$ cat config.mk
export PLATFORM = sky130hd
export DESIGN_NAME = fault_alert_ctrl
export DESIGN_NICKNAME = d
export VERILOG_FILES = /design/src/rtl/fa_pkg.sv /design/src/rtl/fa_change_det.sv /design/src/rtl/fa_recycle_det.sv /design/src/rtl/fa_sticky_latch.sv /design/src/rtl/fault_alert_ctrl.sv
export SDC_FILE = /design/constraint.sdc
export NUM_CORES = 1
export LEC_CHECK = 0
export ABC_AREA = 0
export BUFFER_PORTS_ARGS = -buffer_cell sky130_fd_sc_hd__buf_4
export CORE_MARGIN = 4
export CORE_UTILIZATION = 48
export CTS_CLUSTER_SIZE = 30
export DETAILED_ROUTE_END_ITERATION = 7
export PLACE_DENSITY = 0.81
export REMOVE_ABC_BUFFERS = 1
export SETUP_SLACK_MARGIN = 0.15
export SLEW_MARGIN = 5
export SYNTH_ARGS = -nofsm -noshare
export SYNTH_HDL_FRONTEND = slang
export SYNTH_SLANG_ARGS = --single-unit
$ cat constraint.sdc
create_clock -name clk_i -period 1.53 [get_ports clk_i]
set_input_delay 0.0765 -clock clk_i [delete_from_list [all_inputs] [get_ports clk_i]]
set_output_delay 0.0765 -clock clk_i [all_outputs]
set_load 0.02 [all_outputs]
$ cat src/rtl/fa_pkg.sv
package fa_pkg;
  localparam int unsigned N_SRC = 12;
  localparam int unsigned N_ENS = 2;

  localparam int unsigned CI_VIN_UV    = 0;
  localparam int unsigned CI_VIN_OV    = 1;
  localparam int unsigned CI_VOUT_UV   = 2;
  localparam int unsigned CI_VOUT_OV   = 3;
  localparam int unsigned CI_IOUT_OC   = 4;
  localparam int unsigned CI_TEMP_WARN = 5;
  localparam int unsigned CI_TEMP_FLT  = 6;
  localparam int unsigned CI_FAN_FAIL  = 7;
  localparam int unsigned CI_COMM_ERR  = 8;
  localparam int unsigned CI_CKSUM_ERR = 9;
  localparam int unsigned CI_BAD_CMD   = 10;
  localparam int unsigned CI_INTERNAL  = 11;

  typedef enum logic [1:0] {
    RC_IDLE  = 2'b00,
    RC_ARMED = 2'b01
  } rc_state_e;
endpackage

$ cat src/rtl/fa_change_det.sv
module fa_change_det #(
  parameter int unsigned W = 12
) (
  input  logic         clk_i,
  input  logic         rst_ni,
  input  logic [W-1:0] cond_i,
  output logic [W-1:0] cond_q_o,
  output logic [W-1:0] chg_o
);
  logic [W-1:0] cond_q, cond_p;

  always_ff @(posedge clk_i or negedge rst_ni) begin
    if (!rst_ni) begin
      cond_q <= '0;
      cond_p <= '0;
    end else begin
      cond_q <= cond_i;
      cond_p <= cond_q;
    end
  end

  assign cond_q_o = cond_q;
  assign chg_o    = cond_q ^ cond_p;
endmodule

$ cat src/rtl/fa_recycle_det.sv
module fa_recycle_det
  import fa_pkg::*;
(
  input  logic clk_i,
  input  logic rst_ni,
  input  logic en_i,
  output logic recycle_o
);
  logic      en_q, en_p;
  rc_state_e state_q, state_d;
  logic      fall, rise;

  always_ff @(posedge clk_i or negedge rst_ni) begin
    if (!rst_ni) begin
      en_q <= 1'b0;
      en_p <= 1'b0;
    end else begin
      en_q <= en_i;
      en_p <= en_q;
    end
  end

  assign fall = en_p & ~en_q;
  assign rise = ~en_p & en_q;

  always_comb begin
    state_d   = state_q;
    recycle_o = 1'b0;
    unique case (state_q)
      RC_IDLE:  if (fall) state_d = RC_ARMED;
      RC_ARMED: if (rise) begin
        recycle_o = 1'b1;
        state_d   = RC_IDLE;
      end
      default:  state_d = RC_IDLE;
    endcase
  end

  always_ff @(posedge clk_i or negedge rst_ni) begin
    if (!rst_ni) state_q <= RC_IDLE;
    else         state_q <= state_d;
  end
endmodule

$ cat src/rtl/fa_sticky_latch.sv
module fa_sticky_latch #(
  parameter int unsigned W = 12
) (
  input  logic         clk_i,
  input  logic         rst_ni,
  input  logic [W-1:0] cond_q_i,
  input  logic [W-1:0] chg_i,
  input  logic         clr_i,
  output logic         alert_no,
  output logic [W-1:0] status_o
);
  logic [W-1:0] sticky_q;
  logic         alert_q;
  logic [W-1:0] hit;

  assign hit = cond_q_i | chg_i;

  // clear wins; active bits reload on the following cycle
  always_ff @(posedge clk_i or negedge rst_ni) begin
    if (!rst_ni) begin
      sticky_q <= '0;
      alert_q  <= 1'b0;
    end else if (clr_i) begin
      sticky_q <= '0;
      alert_q  <= 1'b0;
    end else begin
      sticky_q <= sticky_q | hit;
      alert_q  <= alert_q | (|hit);
    end
  end

  assign alert_no = ~alert_q;
  assign status_o = sticky_q;
endmodule

$ cat src/rtl/fault_alert_ctrl.sv
module fault_alert_ctrl
  import fa_pkg::*;
#(
  parameter int unsigned N_COND = N_SRC,
  parameter int unsigned N_EN   = N_ENS
) (
  input  logic              clk_i,
  input  logic              rst_ni,
  input  logic [N_COND-1:0] cond_i,
  input  logic              clear_i,
  input  logic [N_EN-1:0]   out_en_i,
  output logic              alert_no,
  output logic [N_COND-1:0] status_o
);
  logic [N_COND-1:0] cond_q, chg;
  logic [N_EN-1:0]   recycle;
  logic              clr_evt;

  fa_change_det #(.W(N_COND)) u_chg (
    .clk_i   (clk_i),
    .rst_ni  (rst_ni),
    .cond_i  (cond_i),
    .cond_q_o(cond_q),
    .chg_o   (chg)
  );

  for (genvar k = 0; k < N_EN; k++) begin : g_rc
    fa_recycle_det u_rc (
      .clk_i    (clk_i),
      .rst_ni   (rst_ni),
      .en_i     (out_en_i[k]),
      .recycle_o(recycle[k])
    );
  end

  assign clr_evt = clear_i | (|recycle);

  fa_sticky_latch #(.W(N_COND)) u_latch (
    .clk_i   (clk_i),
    .rst_ni  (rst_ni),
    .cond_q_i(cond_q),
    .chg_i   (chg),
    .clr_i   (clr_evt),
    .alert_no(alert_no),
    .status_o(status_o)
  );
endmodule

# Yosys cells after proc, flatten, opt, wreduce, memory -nomap -nowiden

Index checks and enable logic that the tools add are counted.
W data, S select, Z words.

Flip-flop bits (word level): 45
Output and inout port bits: 13
Logic and storage cells: 48

Equality and inequality tests: 6
Muxes and demuxes: 12
Bitwise gates (word level): 14
Reduce and logical (&&, ||, !) cells: 6

Operators with widths:

| cell                 | count |
|---|---|
| $or A12 B12 Y12      | 2 |
| $mux W12             | 1 |
| $reduce_or A12 Y1    | 1 |
| $xor A12 B12 Y12     | 1 |
| $mux W2              | 4 |
| $ne A2 B1 Y1 const B | 4 |
| $pmux W2 S2          | 2 |
| $mux W1              | 5 |
| $not A1 Y1           | 5 |
| $and A1 B1 Y1        | 4 |
| $eq A2 B1 Y1 const B | 2 |
| $logic_not A2 Y1     | 2 |
| $reduce_and A2 Y1    | 2 |
| $or A1 B1 Y1         | 2 |
| $reduce_or A2 Y1     | 1 |

# Depth between registers and ports, before layout

Gate-level depths: netlist of run 1.

Word-level depth: 7
Gate-level depth with buffers: 4

# By module

A second synthesis of run 1 with hierarchy kept.

Cell total of the unflattened synthesis: 99
Area, all modules: 1402.6 sq um

By module, submodules not included:

| module           | instances | cells each | area an instance (sq um) | sequential area each (sq um) |
|---|---|---|---|---|
| fa_change_det    | 1         | 36         | 705.7                    | 600.6 |
| fa_sticky_latch  | 1         | 48         | 495.5                    | 325.3 |
| fa_recycle_det   | 2         | 7          | 97.6                     | 75.1 |
| fault_alert_ctrl | 1         | 1          | 6.3                      | 0.0 |

# Worst setup path before layout of run 1

Ideal clock, no wire load.

Path kind: reg-to-reg
Start point: register g_rc[1].u_rc.state_q[0]
End point: register u_latch.sticky_q[10] (netlist: u_latch.status_o[10])
Setup time: 64 ps
Arrival: 1155 ps
Required time: 1466 ps
Setup slack: 311 ps
Stages on the path, launching flop included: 5
Path buffers: 1
Period minus slack after synthesis: 1219 ps
Cell sequence: dfrtp_1 > and3b_1 > a311oi_4 > buf_6 > o31a_2

Longest elaborated chain between the ends: 5

RTL lines:

| element                | RTL line               | text |
|---|---|---|
| from (decl)            | fa_recycle_det.sv:10   | `rc_state_e state_q, state_d;` |
| from (signal assigned) | fa_recycle_det.sv:41   | `else state_q <= state_d;` |
| $eq A2 B1 Y1           | fa_recycle_det.sv:29   | `unique case (state_q)` |
| $mux W1                | fa_recycle_det.sv:29   |  |
| $reduce_or A2 Y1       | fault_alert_ctrl.sv:36 | `assign clr_evt = clear_i \| (\|recycle);` |
| $or A1 B1 Y1           | fault_alert_ctrl.sv:36 |  |
| $mux W12               | fa_sticky_latch.sv:23  | `end else if (clr_i) begin` |
| to (signal assigned)   | fa_sticky_latch.sv:27  | `sticky_q <= sticky_q \| hit;` |
| to (decl)              | fa_sticky_latch.sv:12  | `logic [W-1:0] sticky_q;` |

No other way between the ends.
A chain may end at the register's enable or synchronous reset.

# Worst setup path after layout of run 1

Start point: register g_rc[1].u_rc.state_q[0]
End point: register u_latch.sticky_q[9] (netlist: u_latch.status_o[9])

Same word-level chain as after synthesis.

==> results of run 1 <==
-- path summary, 6_finish.rpt --
| check | start | endpoint | slack, ns | cells after the start |
|---|---|---|---|---|
| min reg2reg | g_rc[1].u_rc.en_q | g_rc[1].u_rc.en_p | 0.42 | 0 |
| max reg2reg | g_rc[1].u_rc.state_q[0] | u_latch.status_o[9] | 0.25 | 4 |
| min in group asynchronous | rst_ni | u_chg.cond_p[4] | 0.24 | 2 |
| max | g_rc[1].u_rc.state_q[0] | u_latch.status_o[9] | 0.25 | 4 |
| min | clear_i | u_latch.status_o[4] | 0.12 | 4 |
| max in group asynchronous | rst_ni | u_chg.cond_q_o[5] | 0.95 | 2 |
-- worst max-delay path, cell delays in order, from the launching register on --
cell and delay (ns):
dfrtp_1 0.40, and3b_1 0.21, a311oi_4 0.27, buf_6 0.19, o31a_2 0.15
-- layer usage --
layer | track usage | wire length [um] | vias to the layer above
met5 | 0 | 0 | -
met1 | 0.198 | 981 | 379
met3 | 0.0745 | 191 | 7
li1 | - | - | 370
met2 | 0.231 | 1080 | 30
met4 | 0.0743 | 51 | 0
-- cell usage after synthesis (all sizes together) --
cell type and n:
inv 4, maj3 1, o21ai 2, buf 1
nor3 1, and3b 1, nor2 1, dfrtp 43
o31a 12, nor4 5, o21a 1, nand3 1
nand4 1, a311oi 1
-- power by group through the flow --
stage               Clock (mW)  Combinational (mW)  Sequential (mW)
floorplan                    0              0.0563             1.31
global placement             0               0.203             1.28
detailed placement           0               0.210             1.28
CTS                      0.540               0.242             1.26
global route             0.597               0.263             1.27
finish                   0.514               0.240             1.26
-- layout make-up --
class                           instances  area, um2
Tap cell                               30       37.5
Multi-Input combinational cell         27        234
Fill cell                             176        772
Timing Repair Buffer                   45        379
Sequential cell                        43       1080
Clock inverter                          2       12.5
Inverter                                4       15.0
Clock buffer                            6       41.3
-- cells by family (layout without fill, tap and decap cells) --
| family | count (synthesis) | after routing |
|---|---|---|
| compound gates | 16 | 16 |
| fa+ha+maj | 1 | 1 |
| buf+inv | 5 | 57 |
| flops | 43 | 43 |
| simple gates | 10 | 10 |
-- placed cells by master (no fill, tap or decap), drive strengths merged --
cell type and count:
nor2 1, o21ai 2, o31a 12, a311oi 1, inv 4, clkinvlp 1
maj3 1, o21a 1, nor3 1, nand3 1, dfrtp 43, nor4 5
dlygate4sd3 15, buf 30, nand4 1, clkinv 1, clkbuf 6, and3b 1
-- timing repair --
action                     4_1_cts  5_1_grt
resized for setup                0        1
setup endpoints to repair        0        8
hold buffers                    15        0
buffers inserted                 0        0
hold endpoints to repair        57        0
-- per-stage QoR --
stage                     hold WS, ns  area (um2)  setup WS [ns]
after floorplan                -0.219        1330          0.237
after detailed placement       0.0879        1590          0.256
final                           0.122        1800          0.250
after global placement         0.0720        1590          0.288
after CTS                       0.145        1790          0.211
after global routing           0.0872        1800          0.182
-- sequential cells by signal, indices dropped and copies added (netlist names) --
| name | count |
|---|---|
| u_chg.cond_p | 12 |
| u_chg.cond_q_o | 12 |
| u_latch.status_o | 12 |
| g_rc.u_rc.en_p | 2 |
| g_rc.u_rc.en_q | 2 |
| g_rc.u_rc.state_q | 2 |
| u_latch.alert_q | 1 |
==> impl_metrics.yaml, run 1 <==
clock_network:
  numCtsBuffers: 5
  clock_latency_ns: 0.34
  cts_tree: "done"
  cts_sinks: 43
  cts_root_buf: "clkbuf_4"
  h-tree-depth: 2
  clockBufferDepth: 2
  path_clk_slew_ns: 0.12
layout:
  drive_gt1_frac: 0.394
  final_util: 0.699
  diodes: 0
  layout.cells.non_filler: 157
  syn2layout_area_growth_pct: 34.4
  nets: 143
pwr:
  power_leakage_nw: 0.824
  p_sw_frac: 0.246
  cellInternalPower_mw: 1.52
  power_frac_seq: 0.626
  p_per_area_nw_per_um2: 1120
  p_sw_uw: 496
  pwr-share-clk: 0.255
  comb_power_share: 0.119
  ir_worst_vdd_mv: 0.923
  power_mw: 2.01
drt:
  wl_um: 2310
  vias_per_cell: 5.01
  drt_iter0_markers: 12
  drc_errors: 0
  post_drt_wl_per_cell_um: 14.7
  ant_nets: 0
  firstDrtPassIters: 4
  routed-via-count: 786
status:
  status: "finished, final reports clean"
worst_setup_path:
  critPathKind: "reg2reg"
  cp-start-kind: "flip-flop"
  crit_fanout: 13
  arrival_ns: 1.57
  cp-end-kind: "flip-flop"
  required_ns: 1.82
timing:
  slew_violations: 0
  worst_pin_slew_ns: 0.509
  fin_crit_ns: 1.28
  final_hold_viol_count: 0
  setup_viol: 0
  max_freq_ghz: 0.781
  finClkSkew_ns: 0.0107
  max_slew_margin: 0.660
  finalSetupTns_ns: 0
  grt_setup_unrepaired: "no"
  fin_crit_sh: 0.837
yosys:
  synth_top_family_by_area: "compound AO/OA/AOI/OAI gates"
  synthMuxAreaShare: 0
  synth.largest_area_cell: "dfrtp_1"
  ys_warn_count: 0
  syn-instance-count: 75
  syn_avg_cell_area_um2: 17.8
  synth_area_um2: 1340
  synth_xor_area_frac: 0
  synth_top_area_share: 0.805
  synth_area_leaders: "dfrtp_1 81%, o31a_2 9.0%, nor4_1 2.3%"
  synth_compound_area_frac: 0.123
  synth-seq-cells: 43
  synth_fa_ha_area_frac: 0.00749
  ys_types: 14
  yosys.area_share.simple: 0.0449
  seq_area_frac_synth: 0.805
global_route:
  grt_pass1_vias: 836
  antenna_found_initial: 0
  globalRoute.totalOverflow: 0
  grt_start_max_net_pins: 44
  track_usage: 0.157
  grt_pass1_wl_um: 3970
floorplan:
  start_util: 0.520
  die_h_um: 60.8
  dieWidth_um: 60.8
  die_area_um2: 3690
  std_cell_rows: 18
  io_pins: 30
  core_um2: 2570
worst_hold_path:
  hp-class: "in2reg"
run:
  drv_cap: 0
place:
  dp.cells: 134
  gp_congestion: 0.675
  io_buffer_count: 29
  dp_hpwl_um: 1540
(Power assumes the default switching activity.)
==> inputs of run 2 (changes only) <==
- clock period: 1.53 -> 1.26 ns (I/O delays scaled with it)
==> run 2 against run 1 <==
Against the previous run: via count shrank 0.89%; clock power grew 18%; combinational power grew 23%; utilization grew 0.15 points; worst hold slack lost 0.0029 ns; clock skew shrank 0.00068 ns; sequential power grew 21%.
==> impl_metrics.yaml, run 2 (synthesized netlist as in run 1, its figures left out) <==
timing:
  max_slew_margin: 0.661
  fin_crit_ns: 1.21
  slew_violations: 0
  grt_setup_unrepaired: "yes"
  worst_pin_slew_ns: 0.508
  finalSetupTns_ns: 0
  fin_crit_sh: 0.963
  setup_viol: 0
  final_hold_viol_count: 0
  max_freq_ghz: 0.824
  finClkSkew_ns: 0.0100
worst_hold_path:
  hp-class: "in2reg"
  hold-path-cell-count: 4
  hold_start: "clear_i"
  holdPathEnd: "u_latch.status_o[11]"
drt:
  routed-via-count: 779
  vias_per_cell: 4.93
  ant_nets: 0
  drt_iter0_markers: 22
  post_drt_wl_per_cell_um: 14.4
  drc_errors: 0
  wl_um: 2270
  firstDrtPassIters: 4
pwr:
  ir_worst_vdd_mv: 1.02
  power_leakage_nw: 0.830
  p_per_area_nw_per_um2: 1350
global_route:
  grt_pass1_vias: 777
  grt_start_max_net_pins: 44
  grt_pass1_wl_um: 3640
  antenna_found_initial: 0
  globalRoute.totalOverflow: 0
  track_usage: 0.143
worst_setup_path:
  crit_fanout: 5
  required_ns: 1.54
  slowest_delay_ns: 0.41
  reg2reg_from: "g_rc[1].u_rc.en_q"
  worstRegToRegCells: 4
  crit_chain: "and3b_1 -> a311oi_4 -> buf_4 -> o31a_2"
  rrSetupSlack_ns: 0.05
  r2r-end: "u_latch.status_o[8]"
  arrival_ns: 1.49
  slowest_stage: "dfrtp_1"
  cp-start-kind: "flip-flop"
  cp-end-kind: "flip-flop"
  critPathKind: "reg2reg"
floorplan:
  std_cell_rows: 18
  dieWidth_um: 60.8
  start_util: 0.520
  die_area_um2: 3690
  io_pins: 30
  die_h_um: 60.8
  core_um2: 2570
layout:
  nets: 144
  final_util: 0.701
  mostFrequentLayoutCell: "dfrtp_1"
  syn2layout_area_growth_pct: 34.6
  final_cell_mix: "43 x dfrtp_1, 30 x buf_4, 15 x dlygate4sd3_1"
  diodes: 0
  drive_gt1_frac: 0.391
status:
  status: "finished, final reports clean"
clock_network:
  clockBufferDepth: 2
  cts_tree: "done"
  h-tree-depth: 2
  clock_latency_ns: 0.34
  cts_sinks: 43
  cts_root_buf: "clkbuf_4"
  numCtsBuffers: 5
  path_clk_slew_ns: 0.12
  postCtsSetupBuffers: 0
place:
  gp_congestion: 0.678
  dp_hpwl_um: 1540
  io_buffer_count: 29
run:
  drv_cap: 0
## run 2: changes by cell type in the layout (fill, tap and decap cells not counted), sizes merged
cell and change:
clkinvlp -1, clkbuf +1, buf +1
## run 2: cell type report
class,instances,area (um2)
clock inverters,1,5.00
repair buffers,46,387
multi-input cells,27,234
clock buffers,7,45.0
fillers,186,768
well taps,30,37.5
flip-flops and latches,43,1080
inverters,4,15.0
## run 2: worst max-delay path, delay by kind of cell, from the launching register on
kind,cells,cell delay (ns)
flops,1,0.41
simple gates,1,0.19
compound gates,2,0.37
buf+inv,1,0.19
## run 2: where the power goes
part	switching (mW)	internal (mW)	total (mW)
Sequential	0.0597	1.47	1.53
Combinational	0.132	0.162	0.295
Clock	0.386	0.218	0.604
Total	0.578	1.85	2.43
## run 2: through the flow
step / std cells / hold slack [ns] / total power, mW / setup WS (ns) / area (um2)
floorplan: 74 / -0.233 / 1.66 / -0.0331 / 1330
global placement: 135 / 0.0598 / 1.80 / 0.0467 / 1600
detailed placement: 135 / 0.0759 / 1.82 / -0.0150 / 1600
CTS: 158 / 0.102 / 2.47 / 0.0256 / 1800
global route: 158 / 0.100 / 2.56 / -0.0194 / 1800
finish: 158 / 0.119 / 2.43 / 0.0469 / 1800
## run 2: routing by layer
layer | global-route usage | routed length, um | vias to the layer above
li1 | - | - | 375
met1 | 0.178 | 981 | 374
met2 | 0.208 | 1100 | 26
met3 | 0.0745 | 168 | 4
met4 | 0.0650 | 20 | 0
met5 | 0 | 0 | -
## run 2: timing repair
action | 4_1_cts | 5_1_grt
endpoints found under the setup margin | 13 | 13
pin swaps | 1 | 0
hold buffers | 15 | 0
gates resized for setup | 1 | 0
hold endpoints to repair | 57 | 0
## run 2: how the worst max path moves through the flow
stage | endpoint | slack (ns) | startpoint
after global routing | u_latch.status_o[6] | -0.02 | g_rc[1].u_rc.en_q
after detailed placement | u_latch.status_o[0] | -0.01 | g_rc[1].u_rc.en_q
final | u_latch.status_o[8] | 0.05 | g_rc[1].u_rc.en_q
after floorplan | u_latch.status_o[0] | -0.03 | g_rc[1].u_rc.state_q[0]
after global placement | u_latch.status_o[3] | 0.05 | g_rc[1].u_rc.state_q[0]
after CTS | u_latch.status_o[8] | 0.03 | g_rc[1].u_rc.en_q
==> inputs of run 3 (changes only) <==
- ABC_AREA: 0 -> 1
- SKIP_CTS_REPAIR_TIMING: default -> 1
- SLEW_MARGIN: 5 -> default
==> run 3 against run 2 <==
Against the previous run: critical path depth grew 1; die area grew 2.9%; register-to-register slack gained 0.18 ns; final area grew 5.4%; utilization shrank 1.3 points; clock skew grew 0.0023 ns; non-clock buffer count is the same; area after synthesis grew 3.4%; worst setup slack gained 0.18 ns; global-route usage grew 0.64 points; sequential share of layout area shrank 3.0 points; critical path type unchanged; critical endpoint is now u_latch.alert_q; largest power group unchanged.
==> impl_metrics.yaml, run 3 <==
status:
  status: "finished, final reports clean"
yosys:
  synth.most_common_cell: "dfrtp_1"
  synth_common_cells: "43 x dfrtp_1, 20 x nor2_1, 11 x nand2_1"
  ys_warn_count: 0
  synth_area_um2: 1380
  synth_ff_type: "dfrtp_1"
  seq_area_frac_synth: 0.779
  synth_top_area_share: 0.779
  synth.largest_area_cell: "dfrtp_1"
  synthArstFlopShare: 1.00
  syn-instance-count: 105
  synth_edf_count: 0
  syn_avg_cell_area_um2: 13.2
  synth-seq-cells: 43
  ys_types: 13
  synth_area_leaders: "dfrtp_1 78%, nor2_1 5.4%, nor2_2 4.1%"
worst_hold_path:
  hold-path-cell-count: 4
  hold_start: "clear_i"
  holdPathEnd: "u_latch.status_o[10]"
  hp-class: "in2reg"
drt:
  drc_errors: 0
  routed-via-count: 893
  wl_um: 2380
  firstDrtPassIters: 4
  ant_nets: 0
  drt_iter0_markers: 14
  post_drt_wl_per_cell_um: 12.6
  vias_per_cell: 4.72
timing:
  setup_viol: 0
  fin_crit_ns: 1.03
  finClkSkew_ns: 0.0123
  max_slew_margin: 0.658
  slew_violations: 0
  worst_pin_slew_ns: 0.513
  final_hold_viol_count: 0
  max_freq_ghz: 0.970
  grt_setup_unrepaired: "no"
  fin_crit_sh: 0.819
  finalSetupTns_ns: 0
floorplan:
  io_pins: 30
  core_um2: 2760
  std_cell_rows: 19
  die_area_um2: 3800
  die_h_um: 61.6
  start_util: 0.501
  dieWidth_um: 61.6
layout:
  diodes: 0
  final_cell_mix: "43 x dfrtp_1, 30 x buf_4, 18 x nor2_1"
  drive_gt1_frac: 0.335
  layout.cells.non_filler: 189
  multi_input_area_um2: 288
  fill_cells: 199
  syn2layout_area_growth_pct: 37.2
  mostFrequentLayoutCell: "dfrtp_1"
  seqCellArea_um2: 1080
  nets: 174
clock_network:
  clockBufferDepth: 2
  numCtsBuffers: 5
  cts_tree: "done"
  cts_root_buf: "clkbuf_4"
  path_clk_slew_ns: 0.12
  cts_sinks: 43
  clock_latency_ns: 0.34
  h-tree-depth: 2
worst_setup_path:
  crit_fanout: 2
  reg2reg_from: "u_chg.cond_q_o[11]"
  worstRegToRegCells: 5
  critPathKind: "reg2reg"
  slowest_stage: "dfrtp_1"
  critPathBufInv: 0
  rrSetupSlack_ns: 0.23
  cp-start-kind: "flip-flop"
  critPathTopFamily: "simple AND/OR/NAND/NOR gates"
  required_ns: 1.51
  cp-end-kind: "flip-flop"
  crit_chain: "or2_1 -> nor2_2 -> nand2_1 -> nor2_1 -> nor2_1"
  arrival_ns: 1.28
  slowest_delay_ns: 0.39
  r2r-end: "u_latch.alert_q"
  crit_top_cell: "nor2_1"
place:
  dp_hpwl_um: 1560
  dp.cells: 165
  gp_congestion: 0.699
  io_buffer_count: 29
pwr:
  ir_worst_vdd_mv: 1.40
  power_mw: 2.72
  p_per_area_nw_per_um2: 1430
  power_leakage_nw: 0.899
global_route:
  globalRoute.totalOverflow: 0
  grt_pass1_wl_um: 3930
  antenna_found_initial: 0
  track_usage: 0.149
  grt_start_max_net_pins: 44
  grt_pass1_vias: 886
run:
  drv_cap: 0
[run 3: cell count changes after synthesis, sizes merged, moves of 2 or more]
cell   previous run  this run
nand2             0        11
nor2              1        30
nor3              1        10
nor4              5         0
o31a             12         0
or2               0         2
[run 3: layer usage]
metal	wire (um)	vias to the layer above	GRT usage
met5	0	-	0
li1	-	436	-
met2	1240	28	0.226
met4	52	0	0.0727
met3	134	8	0.0461
met1	947	421	0.196
[run 3: stage by stage]
| step | hold WS, ns | utilization | worst slack, ns | instance area (um2) |
|---|---|---|---|---|
| 6_report | 0.131 | 0.687 | 0.229 | 1900 |
| 5_1_grt | 0.131 | 0.687 | 0.146 | 1900 |
| 4_1_cts | -0.309 | 0.628 | 0.202 | 1730 |
| 3_5_place_dp | 0.0748 | 0.597 | 0.235 | 1650 |
| 3_3_place_gp | 0.0593 | 0.597 | 0.281 | 1650 |
| 2_1_floorplan | -0.233 | - | 0.276 | 1370 |
[run 3: final cells by class]
cell class,instances,area share
Clock inverter,2,0.0185
Inverter,3,0.00594
Timing Repair Buffer,46,0.209
Tap cell,31,0.0205
Multi-Input combinational cell,58,0.152
Sequential cell,43,0.568
Clock buffer,6,0.0271
[run 3: worst max-delay path by stage]
stage               slack [ns]          startpoint              end  depth (start not counted)
floorplan                 0.28   g_rc[1].u_rc.en_p  u_latch.alert_q                          4
global placement          0.28  u_chg.cond_q_o[11]  u_latch.alert_q                          5
detailed placement        0.23    u_chg.cond_p[11]  u_latch.alert_q                          5
CTS                       0.20    u_chg.cond_p[11]  u_latch.alert_q                          5
global route              0.15     u_chg.cond_p[5]  u_latch.alert_q                          6
finish                    0.23  u_chg.cond_q_o[11]  u_latch.alert_q                          5
[run 3: cell families after synthesis]
logic type	count (synthesis)	synth area share
AND/OR/NAND/NOR	56	0.197
AO/OA/AOI/OAI	2	0.00725
flip-flops	43	0.779
buffers and inverters	4	0.0163
[run 3: worst min-delay path, stage by stage]
cell      delay [ns]
buf_4           0.07
nand3b_2        0.12
buf_12          0.15
nor2_2          0.04
[run 3: where the power goes]
part	internal, mW	switching [mW]	leakage, nW
Sequential	1.47	0.0563	0.512
Combinational	0.155	0.157	0.338
Clock	0.469	0.412	0.0482
Total	2.10	0.625	0.899
